<file path="config.mk">
export PLATFORM = sky130hd
export DESIGN_NAME = wsa_addr_gen
export DESIGN_NICKNAME = d
export VERILOG_FILES = /design/src/rtl/wsa_pkg.sv /design/src/rtl/wsa_cmd_arb.sv /design/src/rtl/wsa_frame_stack.sv /design/src/rtl/wsa_base_regs.sv /design/src/rtl/wsa_addr_gen.sv
export SDC_FILE = /design/constraint.sdc
export NUM_CORES = 1
export LEC_CHECK = 0
export ABC_AREA = 1
export BUFFER_PORTS_ARGS = -buffer_cell sky130_fd_sc_hd__buf_4
export CAP_MARGIN = 20
export CORE_MARGIN = 4
export CORE_UTILIZATION = 35
export DETAILED_ROUTE_END_ITERATION = 12
export SLEW_MARGIN = 20
export SYNTH_ARGS = -nofsm -noshare
export SYNTH_HDL_FRONTEND = slang
export SYNTH_SLANG_ARGS = --single-unit
</file>
<file path="constraint.sdc">
create_clock -name clk -period 10 [get_ports clk]
set_input_delay 1 -clock clk [delete_from_list [all_inputs] [get_ports clk]]
set_output_delay 1 -clock clk [all_outputs]
set_load 0.005 [all_outputs]
</file>
<file path="src/rtl/wsa_pkg.sv">
package wsa_pkg;
  typedef enum logic [2:0] {
    OP_NONE  = 3'd0,
    OP_LOAD  = 3'd1,
    OP_RET   = 3'd2,
    OP_CALL  = 3'd3,
    OP_ALLOC = 3'd4
  } wsa_op_e;
endpackage

</file>
<file path="src/rtl/wsa_cmd_arb.sv">
module wsa_cmd_arb
  import wsa_pkg::*;
(
  input  logic    load_en,
  input  logic    ret_en,
  input  logic    call_en,
  input  logic    alloc_en,
  input  logic    stk_empty,
  input  logic    stk_full,
  output wsa_op_e op,
  output logic    err
);
  // fixed priority: load > return > call > allocate
  always_comb begin
    op  = OP_NONE;
    err = 1'b0;
    if (load_en) begin
      op = OP_LOAD;
    end else if (ret_en) begin
      if (stk_empty) err = 1'b1;
      else           op  = OP_RET;
    end else if (call_en) begin
      if (stk_full)  err = 1'b1;
      else           op  = OP_CALL;
    end else if (alloc_en) begin
      if (stk_empty) err = 1'b1;
      else           op  = OP_ALLOC;
    end
  end
endmodule

</file>
<file path="src/rtl/wsa_frame_stack.sv">
module wsa_frame_stack #(
  parameter int W     = 16,
  parameter int DEPTH = 8,
  localparam int CNT_W = $clog2(DEPTH + 1),
  localparam int IDX_W = (DEPTH > 1) ? $clog2(DEPTH) : 1
) (
  input  logic         clk,
  input  logic         rst_n,
  input  logic         clear,
  input  logic         push,
  input  logic [W-1:0] push_val,
  input  logic         grow,
  input  logic [W-1:0] grow_val,
  input  logic         pop,
  output logic [W-1:0] top,
  output logic         empty,
  output logic         full
);
  logic [CNT_W-1:0] depth_q;
  logic [W-1:0]     mem [DEPTH];
  logic [IDX_W-1:0] top_idx;

  assign empty   = (depth_q == '0);
  assign full    = (depth_q == CNT_W'(DEPTH));
  assign top_idx = IDX_W'(depth_q - CNT_W'(1));
  assign top     = empty ? '0 : mem[top_idx];

  always_ff @(posedge clk or negedge rst_n) begin
    if (!rst_n)     depth_q <= '0;
    else if (clear) depth_q <= '0;
    else if (push)  depth_q <= depth_q + CNT_W'(1);
    else if (pop)   depth_q <= depth_q - CNT_W'(1);
  end

  for (genvar i = 0; i < DEPTH; i++) begin : g_entry
    always_ff @(posedge clk or negedge rst_n) begin
      if (!rst_n)
        mem[i] <= '0;
      else if (!clear && push && depth_q == CNT_W'(i))
        mem[i] <= push_val;
      else if (!clear && grow && !empty && top_idx == IDX_W'(i))
        mem[i] <= mem[i] + grow_val;
    end
  end

  assert_depth_bound_R9: assert property (@(posedge clk) disable iff (!rst_n)
    depth_q <= CNT_W'(DEPTH));
  assert_no_push_full_R9: assert property (@(posedge clk) disable iff (!rst_n)
    full && push |-> clear);
  assert_no_pop_empty_R8: assert property (@(posedge clk) disable iff (!rst_n)
    empty && pop |-> clear);
endmodule

</file>
<file path="src/rtl/wsa_base_regs.sv">
module wsa_base_regs #(
  parameter int         W          = 16,
  parameter int         HALF_BYTES = 16,
  parameter logic [W-1:0] RESET_PTR = '0
) (
  input  logic         clk,
  input  logic         rst_n,
  input  logic         we,
  input  logic [W-1:0] nxt,
  output logic [W-1:0] ptr,
  output logic [W-1:0] base_hi,
  output logic         busy
);
  logic stale_q;

  always_ff @(posedge clk or negedge rst_n) begin
    if (!rst_n) begin
      ptr     <= RESET_PTR;
      base_hi <= RESET_PTR + W'(HALF_BYTES);
      stale_q <= 1'b0;
    end else begin
      if (we) ptr <= nxt;
      stale_q <= we;
      if (stale_q) base_hi <= ptr + W'(HALF_BYTES);
    end
  end

  assign busy = stale_q;

  assert_upper_base_R2: assert property (@(posedge clk) disable iff (!rst_n)
    !busy |-> base_hi == ptr + W'(HALF_BYTES));
  assert_refresh_after_move_R3: assert property (@(posedge clk) disable iff (!rst_n)
    we |=> busy);
endmodule

</file>
<file path="src/rtl/wsa_addr_gen.sv">
module wsa_addr_gen
  import wsa_pkg::*;
#(
  parameter int ADDR_W      = 16,
  parameter int SEL_W       = 4,
  parameter int WORD_BYTES  = 2,
  parameter int CALL_WORDS  = 8,
  parameter int FRAME_DEPTH = 8,
  parameter int ALLOC_W     = 8,
  parameter logic [ADDR_W-1:0] RESET_PTR = '0
) (
  input  logic              clk,
  input  logic              rst_n,
  input  logic              req_valid,
  output logic              req_ready,
  input  logic [SEL_W-1:0]  req_sel,
  output logic              addr_valid,
  output logic [ADDR_W-1:0] addr,
  input  logic              load_en,
  input  logic [ADDR_W-1:0] load_ptr,
  input  logic              call_en,
  input  logic              alloc_en,
  input  logic [ALLOC_W-1:0] alloc_words,
  input  logic              ret_en,
  output logic              busy,
  output logic              stk_err
);
  localparam int NUM_REGS   = 1 << SEL_W;
  localparam int HALF_BYTES = (NUM_REGS / 2) * WORD_BYTES;
  localparam int CALL_BYTES = CALL_WORDS * WORD_BYTES;
  localparam int OFF_W      = SEL_W - 1;

  wsa_op_e           op;
  logic              arb_err;
  logic              stk_empty, stk_full;
  logic [ADDR_W-1:0] frame_total;
  logic [ADDR_W-1:0] alloc_bytes;
  logic [ADDR_W-1:0] ptr, base_hi, ptr_nxt;
  logic [ADDR_W-1:0] offset, base_sel;
  logic              accept;

  wsa_cmd_arb u_arb (
    .load_en  (load_en),
    .ret_en   (ret_en),
    .call_en  (call_en),
    .alloc_en (alloc_en),
    .stk_empty(stk_empty),
    .stk_full (stk_full),
    .op       (op),
    .err      (arb_err)
  );

  assign alloc_bytes = ADDR_W'(alloc_words) * ADDR_W'(WORD_BYTES);

  wsa_frame_stack #(.W(ADDR_W), .DEPTH(FRAME_DEPTH)) u_frames (
    .clk     (clk),
    .rst_n   (rst_n),
    .clear   (op == OP_LOAD),
    .push    (op == OP_CALL),
    .push_val(ADDR_W'(CALL_BYTES)),
    .grow    (op == OP_ALLOC),
    .grow_val(alloc_bytes),
    .pop     (op == OP_RET),
    .top     (frame_total),
    .empty   (stk_empty),
    .full    (stk_full)
  );

  always_comb begin
    unique case (op)
      OP_LOAD:  ptr_nxt = load_ptr;
      OP_RET:   ptr_nxt = ptr - frame_total;
      OP_CALL:  ptr_nxt = ptr + ADDR_W'(CALL_BYTES);
      OP_ALLOC: ptr_nxt = ptr + alloc_bytes;
      default:  ptr_nxt = ptr;
    endcase
  end

  wsa_base_regs #(.W(ADDR_W), .HALF_BYTES(HALF_BYTES), .RESET_PTR(RESET_PTR)) u_bases (
    .clk    (clk),
    .rst_n  (rst_n),
    .we     (op != OP_NONE),
    .nxt    (ptr_nxt),
    .ptr    (ptr),
    .base_hi(base_hi),
    .busy   (busy)
  );

  // address path: base picked by the top select bit, short scaled offset
  assign req_ready = !busy;
  assign accept    = req_valid && req_ready;
  assign base_sel  = req_sel[SEL_W-1] ? base_hi : ptr;
  assign offset    = ADDR_W'(req_sel[OFF_W-1:0]) * ADDR_W'(WORD_BYTES);

  always_ff @(posedge clk or negedge rst_n) begin
    if (!rst_n) begin
      addr_valid <= 1'b0;
      addr       <= '0;
      stk_err    <= 1'b0;
    end else begin
      addr_valid <= accept;
      stk_err    <= arb_err;
      if (accept) addr <= base_sel + offset;
    end
  end

  assert_strobe_follows_accept_R2: assert property (@(posedge clk) disable iff (!rst_n)
    addr_valid |-> $past(req_valid && req_ready));
  assert_busy_on_move_R3: assert property (@(posedge clk) disable iff (!rst_n)
    ptr != $past(ptr) |-> busy);
  assert_load_value_R4: assert property (@(posedge clk) disable iff (!rst_n)
    load_en |=> ptr == $past(load_ptr));
  assert_call_step_R5: assert property (@(posedge clk) disable iff (!rst_n)
    !load_en && !ret_en && call_en && !stk_full |=> ptr == $past(ptr) + ADDR_W'(CALL_BYTES));
  assert_empty_ret_err_R8: assert property (@(posedge clk) disable iff (!rst_n)
    !load_en && ret_en && stk_empty |=> stk_err && $stable(ptr));
  assert_full_call_err_R9: assert property (@(posedge clk) disable iff (!rst_n)
    !load_en && !ret_en && call_en && stk_full |=> stk_err && $stable(ptr));
endmodule

</file>
==> impl_metrics.py <==
metrics = {
    "outcome": {
        "status": "finished clean",
    },
    "sta": {
        "fin_crit_ps": 4626,
        "fin_ws_ps": 5374,
        "setup_viol": 0,
        "fin_setup_tns_ps": 0,
        "period_share_pct": 46.26,
        "finalHoldViolations": 0,
        "rsz0062_at_grt": "no",
        "fmax_mhz": 216.1,
        "finClkSkew_ps": 12.18,
        "max_slew_margin_pct": 40.79,
        "slew_violations": 0,
        "worst_pin_slew_ps": 888.1,
    },
    "worst_setup_path": {
        "endpoint": "u_bases.ptr[10]",
        "critPathArrivalTime_ps": 5010,
        "r2r-end": "u_bases.ptr[10]",
        "reg2reg_slack_ps": 5370,
        "critPathKind": "reg -> reg",
        "crit_required_ps": 10380,
        "start_kind": "register",
        "worstRegToRegCells": 20,
        "cp-end-kind": "register",
        "reg2reg_from": "u_frames.depth_q[0]",
        "startpoint": "u_frames.depth_q[0]",
        "critPathMaxFanout": 66,
    },
    "floorplanning": {
        "pin_count": 55,
        "dieArea_sq_um": 43570,
        "coreArea_sq_um": 39820,
        "die_w_um": 208.7,
        "initial_core_util_pct": 35.42,
        "die_h_um": 208.7,
        "num_rows": 73,
    },
    "global_routing": {
        "grt_pass1_vias": 13211,
        "grt_antenna_before_repair": 0,
        "overflow": 0,
        "grt_first_pass_wirelength_um": 72970,
        "grt_usage_pct": 20.97,
        "grt_max_degree": 69,
    },
    "route": {
        "wl_per_cell_um": 17.30,
        "routed_wl_um": 45310,
        "viasPerCell": 5.294,
        "via_count": 13870,
        "postRouteAntennaNets": 0,
        "drcViolationCount": 0,
        "drtIter0Drc": 1089,
        "first_pass_iters": 5,
    },
    "place": {
        "portBuffers": 54,
        "dp_hpwl_um": 33950,
        "pre_cts_slack_ps": 5450,
        "place.gp.congestion": 0.9397,
    },
    "cts": {
        "ctsResizeCount": 0,
        "cts_tree": "yes",
        "cts_num_sinks": 175,
        "clock_latency_ps": 490,
        "numCtsBuffers": 17,
        "clk_pin_slew_ps": 80,
        "clk_path_buf_depth": 2,
        "hold_buffers": 0,
        "htreeDepth": 4,
        "postCtsSetupBuffers": 0,
        "root_buffer": "clkbuf_16",
    },
    "power": {
        "ir_drop_mv": 0.2511,
        "finalPower_mw": 5.490,
        "p_leak_nw": 7.896,
        "power_density_nw_per_um2": 350.5,
    },
    "yosys": {
        "synthesis.instances": 2051,
        "synth.top_cell.area_share_pct": 30.87,
        "ys_seq_area_share_pct": 31.06,
        "async_flop_share_pct": 100.0,
        "synth_cell_types": 52,
        "synth_area_sq_um": 14100,
        "synth_ff_type": "dfrtp_1",
        "syn_avg_cell_area_sq_um": 6.877,
        "synth_edf_count": 0,
        "synthTopCellsByArea": "dfrtp_1, nand2_1, ha_1",
        "ys_seq_elements": 175,
        "yosysTopAreaCell": "dfrtp_1",
        "yosys_warnings": 0,
    },
    "layout": {
        "nets": 2229,
        "drive_above_1_share_pct": 6.205,
        "fillerInstances": 4235,
        "diodes": 0,
        "area_growth_pct": 11.04,
    },
    "job": {
        "cap_violations": 0,
    },
    "min_path": {
        "holdCritPathClass": "in -> async",
    },
}
## layout make-up
type | instances | area, sq um | share of cell area [%]
Clock inverter | 14 | 206.4 | 1.318
Multi-Input combinational cell | 1575 | 8569 | 54.71
Sequential cell | 175 | 4382 | 27.98
Inverter | 253 | 952.2 | 6.079
Tap cell | 525 | 656.9 | 4.194
Clock buffer | 18 | 439.2 | 2.804
Timing Repair Buffer | 60 | 456.7 | 2.916
## sequential cells by signal, summed over array words and instances (netlist names)
name	count
u_bases.ptr	16
addr	16
addr_valid	1
u_bases.base_hi	16
u_frames.depth_q	4
stk_err	1
u_frames.mem	120
u_bases.busy	1
## cell families (layout without fill, tap and decap cells)
group / count (synthesis) / after routing / synth area share, %
other: 1 / 2 / 0.02659
buffers and inverters: 302 / 345 / 8.214
AND/OR/NAND/NOR: 971 / 971 / 29.79
adder cells (fa/ha/maj): 112 / 112 / 10.52
flip-flops: 175 / 175 / 31.06
XOR/XNOR: 57 / 57 / 3.539
AO/OA/AOI/OAI: 433 / 433 / 16.85
## Yosys cell counts, drive strengths merged (5+ instances only)
master / count
nand2: 507
inv: 249
nand3: 207
o21ai: 192
dfrtp: 174
nor2: 168
a21oi: 148
ha: 101
nand4: 40
clkbuf: 34
xor2: 32
xnor2: 25
nor3: 23
o22ai: 22
buf: 15
o211ai: 15
fa: 11
o21bai: 11
or2: 10
a31oi: 9
nand3b: 8
a21o: 7
o21a: 7
o31ai: 5
## placed cells by master (no fill, tap or decap), types with 15 or more instances in the layout
cell	count
a21oi_1	148
buf_4	59
clkbuf_16	17
dfrtp_1	173
ha_1	101
inv_1	241
nand2_1	502
nand3_1	199
nand4_1	40
nor2_1	163
nor3_1	23
o211ai_1	15
o21ai_0	191
o22ai_1	22
xnor2_1	25
xor2_1	32
## layer usage
| layer | part of all wire, % | routed length, um | up-vias | global-route usage, % |
|---|---|---|---|---|
| met5 | 0 | 0 | - | 0 |
| met4 | 3.6 | 1648 | 0 | 8.213 |
| met3 | 5.3 | 2403 | 83 | 3.558 |
| met2 | 45 | 20580 | 367 | 33.71 |
| met1 | 46 | 20680 | 6489 | 28.28 |
| li1 | - | - | 6931 | - |
## power breakdown
part / leakage, nW / switching [mW] / total [mW] / internal [mW]
registers: 2.13 / 0.307 / 1.31 / 1.00
logic: 5.45 / 2.24 / 3.42 / 1.18
clock network: 0.317 / 0.329 / 0.759 / 0.429
total: 7.90 / 2.87 / 5.49 / 2.62
## worst max-delay path, stage by stage, from the launching register on
cell      delay [ps]
dfrtp_2          340
buf_4            500
clkinv_1         190
buf_4            360
ha_1             290
inv_1             50
nand2_1           40
nand2_1          470
inv_1            520
nand3_1          210
nand3_1          120
ha_1             350
a21oi_1          190
a21boi_0         280
nand2_1          140
nand2_1          100
nand3_1           70
nand3_1          100
nand3_1           90
nand2_1           60
nand2_1           40
## worst min-delay path by stage
stage                        startpoint                   to  slack, ps
floorplan           u_bases.base_hi[15]  u_bases.base_hi[15]        450
global placement                addr[3]              addr[3]        470
detailed placement              addr[1]              addr[1]        470
CTS                               rst_n     u_frames.mem[39]        450
global route                      rst_n     u_frames.mem[39]        480
finish                            rst_n     u_frames.mem[39]        460
## stage by stage
| stage | utilization (%) | cells | instance area [sq um] | hold slack (ps) |
|---|---|---|---|---|
| 2_1_floorplan | - | 2052 | 14110 | 449.4 |
| 3_3_place_gp | 37.69 | 2587 | 15010 | 466.0 |
| 3_5_place_dp | 37.69 | 2587 | 15010 | 467.6 |
| 4_1_cts | 39.31 | 2619 | 15660 | 448.5 |
| 5_1_grt | 39.33 | 2620 | 15660 | 476.7 |
| 6_report | 39.33 | 2620 | 15660 | 460.1 |
Note: power is estimated with default switching activity, not from simulation.
